--- config.mk ---
export PLATFORM = sky130hd
export DESIGN_NAME = vsat_add_unit
export DESIGN_NICKNAME = d
export VERILOG_FILES = /design/src/rtl/vsat_pkg.sv /design/src/rtl/vsat_decode.sv /design/src/rtl/vsat_lane.sv /design/src/rtl/vsat_status.sv /design/src/rtl/vsat_add_unit.sv
export SDC_FILE = /design/constraint.sdc
export NUM_CORES = 1
export LEC_CHECK = 0
export BUFFER_PORTS_ARGS = -buffer_cell sky130_fd_sc_hd__buf_2
export CAP_MARGIN = 25
export CORE_AREA = 2 2 172 174
export DETAILED_ROUTE_END_ITERATION = 6
export DIE_AREA = 0 0 174 176
export PLACE_DENSITY = 0.71
export SETUP_SLACK_MARGIN = 0.1
export SYNTH_ARGS = -nofsm -noshare
export SYNTH_HDL_FRONTEND = slang
export SYNTH_SLANG_ARGS = --single-unit
--- constraint.sdc ---
create_clock -name clk -period 1.2 [get_ports clk]
set_clock_uncertainty 0.1 [all_clocks]
set_input_delay 0.06 -clock clk [delete_from_list [all_inputs] [get_ports clk]]
set_output_delay 0.06 -clock clk [all_outputs]
set_load 0.01 [all_outputs]
--- src/rtl/vsat_pkg.sv ---
package vsat_pkg;

  // Instruction word layout (fixed 32-bit word, MSB-first field numbering)
  localparam int unsigned INSTR_W  = 32;
  localparam int unsigned PRI_W    = 6;
  localparam int unsigned IDX_W    = 5;
  localparam int unsigned XO_W     = 11;
  localparam int unsigned PRI_CODE = 4;
  localparam int unsigned XO_CODE  = 896;

  // Derived field positions (low bit of each field)
  localparam int unsigned PRI_LSB = INSTR_W - PRI_W;
  localparam int unsigned VD_LSB  = PRI_LSB - IDX_W;
  localparam int unsigned VA_LSB  = VD_LSB - IDX_W;
  localparam int unsigned VB_LSB  = VA_LSB - IDX_W;

  typedef logic [IDX_W-1:0] vreg_idx_t;

  typedef struct packed {
    logic      hit;
    vreg_idx_t dst;
    vreg_idx_t srca;
    vreg_idx_t srcb;
  } vsat_dec_t;

  // Field extraction kept in a function so the layout lives in one place.
  function automatic vsat_dec_t vsat_decode_word(input logic [INSTR_W-1:0] w);
    vsat_dec_t d;
    d.hit  = (w[INSTR_W-1 -: PRI_W] == PRI_W'(PRI_CODE)) &&
             (w[XO_W-1:0] == XO_W'(XO_CODE));
    d.dst  = w[VD_LSB +: IDX_W];
    d.srca = w[VA_LSB +: IDX_W];
    d.srcb = w[VB_LSB +: IDX_W];
    return d;
  endfunction

endpackage

--- src/rtl/vsat_decode.sv ---
module vsat_decode
  import vsat_pkg::*;
(
  input  logic [INSTR_W-1:0] word,
  output logic               hit,
  output vreg_idx_t          dst,
  output vreg_idx_t          srca,
  output vreg_idx_t          srcb
);

  vsat_dec_t dec;

  always_comb begin
    dec  = vsat_decode_word(word);
    hit  = dec.hit;
    dst  = dec.dst;
    srca = dec.srca;
    srcb = dec.srcb;
  end

endmodule

--- src/rtl/vsat_lane.sv ---
module vsat_lane #(
  parameter int unsigned W = 32
) (
  input  logic [W-1:0] op_a,
  input  logic [W-1:0] op_b,
  output logic [W-1:0] sum,
  output logic         clip
);

  localparam logic [W-1:0] POS_LIMIT = {1'b0, {(W-1){1'b1}}};
  localparam logic [W-1:0] NEG_LIMIT = {1'b1, {(W-1){1'b0}}};

  // Overflow exists only when both operands share a sign and the wrapped
  // sum shows the other sign; the operand sign then picks the limit.
  function automatic logic lane_overflow(input logic [W-1:0] a,
                                         input logic [W-1:0] b,
                                         input logic [W-1:0] s);
    return (a[W-1] == b[W-1]) && (s[W-1] != a[W-1]);
  endfunction

  function automatic logic [W-1:0] lane_limit(input logic neg);
    return neg ? NEG_LIMIT : POS_LIMIT;
  endfunction

  logic [W-1:0] wrap_sum;

  always_comb begin
    wrap_sum = op_a + op_b;
    clip     = lane_overflow(op_a, op_b, wrap_sum);
    sum      = clip ? lane_limit(op_a[W-1]) : wrap_sum;
  end

endmodule

--- src/rtl/vsat_status.sv ---
module vsat_status (
  input  logic clk,
  input  logic rst_n,
  input  logic set_req,
  input  logic load_en,
  input  logic load_val,
  output logic flag
);

  // Explicit load has priority; otherwise the bit only ever rises.
  always_ff @(posedge clk or negedge rst_n) begin
    if (!rst_n) begin
      flag <= 1'b0;
    end else if (load_en) begin
      flag <= load_val;
    end else if (set_req) begin
      flag <= 1'b1;
    end
  end

endmodule

--- src/rtl/vsat_add_unit.sv ---
module vsat_add_unit
  import vsat_pkg::*;
#(
  parameter int unsigned LANE_W = 32,
  parameter int unsigned LANES  = 4
) (
  input  logic                      clk,
  input  logic                      rst_n,
  input  logic                      issue_valid,
  input  logic [INSTR_W-1:0]        instr,
  input  logic [LANE_W*LANES-1:0]   src_a,
  input  logic [LANE_W*LANES-1:0]   src_b,
  output logic [IDX_W-1:0]          src_a_idx,
  output logic [IDX_W-1:0]          src_b_idx,
  output logic [LANE_W*LANES-1:0]   result,
  output logic                      dest_we,
  output logic [IDX_W-1:0]          dest_idx,
  input  logic                      sat_wr_en,
  input  logic                      sat_wr_val,
  output logic                      sat_flag
);

  localparam int unsigned VEC_W = LANE_W * LANES;

  // Named internal events, also observed by the bound checker
  logic                 word_hit;
  logic                 exec_fire;
  logic [LANES-1:0]     lane_clip;
  logic                 any_clip;
  logic [VEC_W-1:0]     lane_sums;
  vreg_idx_t            dst_dec;

  vsat_decode u_decode (
    .word (instr),
    .hit  (word_hit),
    .dst  (dst_dec),
    .srca (src_a_idx),
    .srcb (src_b_idx)
  );

  assign exec_fire = issue_valid && word_hit;

  // Lane 0 sits in the most significant word.
  for (genvar g = 0; g < LANES; g++) begin : g_lane
    localparam int unsigned HI = VEC_W - 1 - g * LANE_W;
    vsat_lane #(.W(LANE_W)) u_lane (
      .op_a (src_a[HI -: LANE_W]),
      .op_b (src_b[HI -: LANE_W]),
      .sum  (lane_sums[HI -: LANE_W]),
      .clip (lane_clip[g])
    );
  end

  assign any_clip = |lane_clip;

  always_ff @(posedge clk or negedge rst_n) begin
    if (!rst_n) begin
      result   <= '0;
      dest_we  <= 1'b0;
      dest_idx <= '0;
    end else begin
      dest_we <= exec_fire;
      if (exec_fire) begin
        result   <= lane_sums;
        dest_idx <= dst_dec;
      end
    end
  end

  vsat_status u_status (
    .clk      (clk),
    .rst_n    (rst_n),
    .set_req  (exec_fire && any_clip),
    .load_en  (sat_wr_en),
    .load_val (sat_wr_val),
    .flag     (sat_flag)
  );

endmodule

==> results_dict.tcl <==
set metrics [dict create \
    status "finished with violations" \
    failed_checks "hold timing, setup timing" \
    drive_gt1_share_pct 56.0 \
    vias_per_cell 5.61 \
    antenna_found_initial 2 \
    ir_drop_mv 0.806 \
    ant_nets 0 \
    clock_latency_ns 0.42 \
    synth_cell_types 80 \
    cts_tree "done" \
    final_core_util_pct 79.4 \
    ys_seq_area_share_pct 29.0 \
    drc 0 \
    report.final.hold_viol_count 19 \
    drv_cap 0 \
    layout_setup_ws_ns -1.17 \
    syn_avg_cell_area_sq_um 8.07 \
    worstPathArrival_ns 2.57 \
    place_hpwl_mm 35.6 \
    min_period_ns 2.37 \
    grt_overflow_total 0 \
    cts.sinks 135 \
    p_per_area_nw_per_um2 835 \
    max_slew_margin_pct 71.7 \
    layout.nets 2792 \
    path_max_fanout 10 \
    crit_type "in2reg" \
    hp-class "in2async" \
    die_area_sq_um 30600 \
    h-tree-depth 4 \
    port_buffers 417 \
    synth_ff_type "dfrtp_1" \
    report.final.slew_viol_count 0 \
    path_cells "buf_8, ha_4, a211oi_4, o21ai_2, a2111oi_4, buf_4, nor3_4, a21oi_4, o31ai_4, buf_4, a21o_4, buf_12, a21oi_1, nor2_1" \
    worstSetupEndpointType "flop" \
    crit_slowest_cell "a2111oi_4" \
    dr.first_iter.drc_count 998 \
    cp_top_family "compound AO/OA/AOI/OAI gates" \
    yosysWarnings 0 \
    slowest_delay_ns 0.43 \
    tightest_slew_ns 0.414 \
    rsz0062_at_grt "yes" \
    setup_viol 133 \
    gp_congestion 0.949 \
    dr.pass1.iters 5 \
    dr.max_layer_used "met5" \
    synth-edff-count 0 \
    start_util_pct 40.9 \
    wl_mm 54.6 \
    cts_buffers 17 \
    clock-root-buffer "clkbuf_16" \
    yosysTopAreaCellShare_pct 29.0 \
    async_flop_share_pct 100 \
    synthToLayoutAreaGrowth_pct 94.2 \
    grt_pass1_wl_mm 77.2 \
    syn_nets 1866 \
    worst-path-buf-inv 4 \
    core_area_sq_um 28500 \
    yosys_register_bits 135 \
    synth_area_sq_um 11700 \
    netlist_instances 1445 \
    wl_met1_mm 20.6 \
    grt_pass1_vias 15200 \
    p_leak_uw 0.0110 \
    clockBufferDepth 2 \
    route.detailed.wl_per_inst_um 19.7 \
    dp_slack_ns -1.65 \
    start_kind "input port" \
    path_clk_slew_ns 0.07 \
    dieWidth_um 174 \
    hold_ws_ns -0.0270 \
    ys_top_cells_by_area "dfrtp_1 29%, ha_1 13%, a21oi_1 10%, nand2_1 5.6%, o21ai_0 5.0%" \
    via_count 15500 \
    fmax_mhz 423 \
    std_cell_rows 62 \
    met2_length_mm 27.5 \
    fp.dieH_um 176 \
    wl_met3_mm 3.45 \
    ios 438 \
    period_share_pct 197 \
    track_usage_pct 31.2 \
    synth_largest_area_cell "dfrtp_1" \
    cp.required_ns 1.41 \
    grt_max_degree 55 \
    path_common_cell "buf_4" \
]
==> layout by cell type, fill, tap and decap left out, types with 6 or more instances in the layout <==
cell type,count
nand3_1,22
o31ai_4,7
nor2b_1,6
o21bai_1,19
a21oi_1,113
inv_1,33
ha_1,59
xor2_1,37
and3_4,6
o21ai_2,21
o21ai_0,32
and3_1,7
nor3_1,8
buf_4,440
buf_8,11
nor2_1,118
o21ai_1,84
nand2_4,10
buf_16,11
o21a_1,9
buf_12,29
ha_4,62
clkbuf_16,23
a31oi_1,9
nand2_2,14
dlygate4sd3_1,19
xnor2_1,64
a21oi_2,95
dfrtp_1,134
a21o_1,47
buf_2,314
nor2_2,6
buf_6,136
a21oi_4,31
nand2b_1,12
nand4_1,11
nand2_1,151
==> cell usage after synthesis (all sizes together) (5+ instances only) <==
cell type	instances
a21oi	239
nand2	175
o21ai	138
dfrtp	135
nor2	127
ha	124
xnor2	65
a21o	48
inv	39
xor2	39
clkbuf	31
buf	28
nand3	27
o21bai	21
nor3	18
nand2b	15
and3	13
a31oi	12
nand4	12
a211oi	11
o31ai	11
o21a	10
nor2b	9
and2	7
nor4	7
or3	7
a21boi	6
o22ai	6
a2111oi	5
==> per-stage QoR <==
stage | instances | hold slack [ns] | total power, uW | TNS (ns) | cell area, sq um
floorplan | 1445 | -0.336 | 8650 | -144.37 | 12900
global placement | 2556 | -0.159 | 11400 | -178.79 | 18000
detailed placement | 2556 | -0.155 | 11500 | -184.74 | 18000
CTS | 2701 | -0.112 | 17900 | -109.13 | 21200
global route | 2768 | -0.0228 | 19700 | -134.35 | 22600
finish | 2770 | -0.0270 | 18900 | -123.57 | 22700
==> timing repair <==
action	in CTS	in global routing
pin swaps	145	132
endpoints found under the setup margin	268	270
setup buffers	88	66
hold buffers	17	2
cloned	13	7
gates resized for setup	325	183
hold endpoints to repair	152	1
==> path summary, 6_finish.rpt <==
| check | start | endpoint | slack (ns) | depth (start not counted) |
|---|---|---|---|---|
| min in group clk | src_b[31] | result[29]$_DFFE_PN0P_ | -0.01 | 4 |
| max | src_b[97] | result[116]$_DFFE_PN0P_ | -1.17 | 14 |
| min | rst_n | result[37]$_DFFE_PN0P_ | -0.03 | 2 |
| max reg2reg | u_status.flag$_DFFE_PN0P_ | u_status.flag$_DFFE_PN0P_ | -0.03 | 3 |
| min reg2reg | result[0]$_DFFE_PN0P_ | result[0]$_DFFE_PN0P_ | 0.39 | 2 |
| max in group asynchronous | rst_n | result[24]$_DFFE_PN0P_ | 0.51 | 3 |
==> cell families after synthesis <==
kind of cell	synth area share [%]
AO/OA/AOI/OAI	28.1
adder cells (fa/ha/maj)	14.0
flip-flops	29.0
AND/OR/NAND/NOR	17.0
buffers and inverters	3.97
multiplexers	0.172
XOR/XNOR	7.81
==> sequential cells by signal, summed over array words and instances, names as in the netlist <==
signal,cells
dest_we,1
result,128
u_status.flag,1
dest_idx,5
==> area by class of cell <==
| cell class | instances | area [sq um] |
|---|---|---|
| diodes | 2 | 5.00 |
| clock buffers | 19 | 443 |
| clock inverters | 13 | 148 |
| fillers | 1749 | 5890 |
| inverters | 39 | 150 |
| multi-input cells | 1212 | 10300 |
| flip-flops and latches | 135 | 3380 |
| well taps | 384 | 480 |
| repair buffers | 966 | 7790 |
==> where the power goes <==
group	internal [uW]	switching [uW]
Clock	3150	2360
Sequential	4560	7.28
Combinational	4600	4240
Total	12300	6610
==> layer usage <==
layer | global-route usage (%) | vias to the layer above
met5 | 0 | -
met4 | 15.2 | 2
met3 | 5.25 | 235
met2 | 55.8 | 777
met1 | 36.2 | 7458
li1 | - | 7073
(Power assumes the default switching activity.)
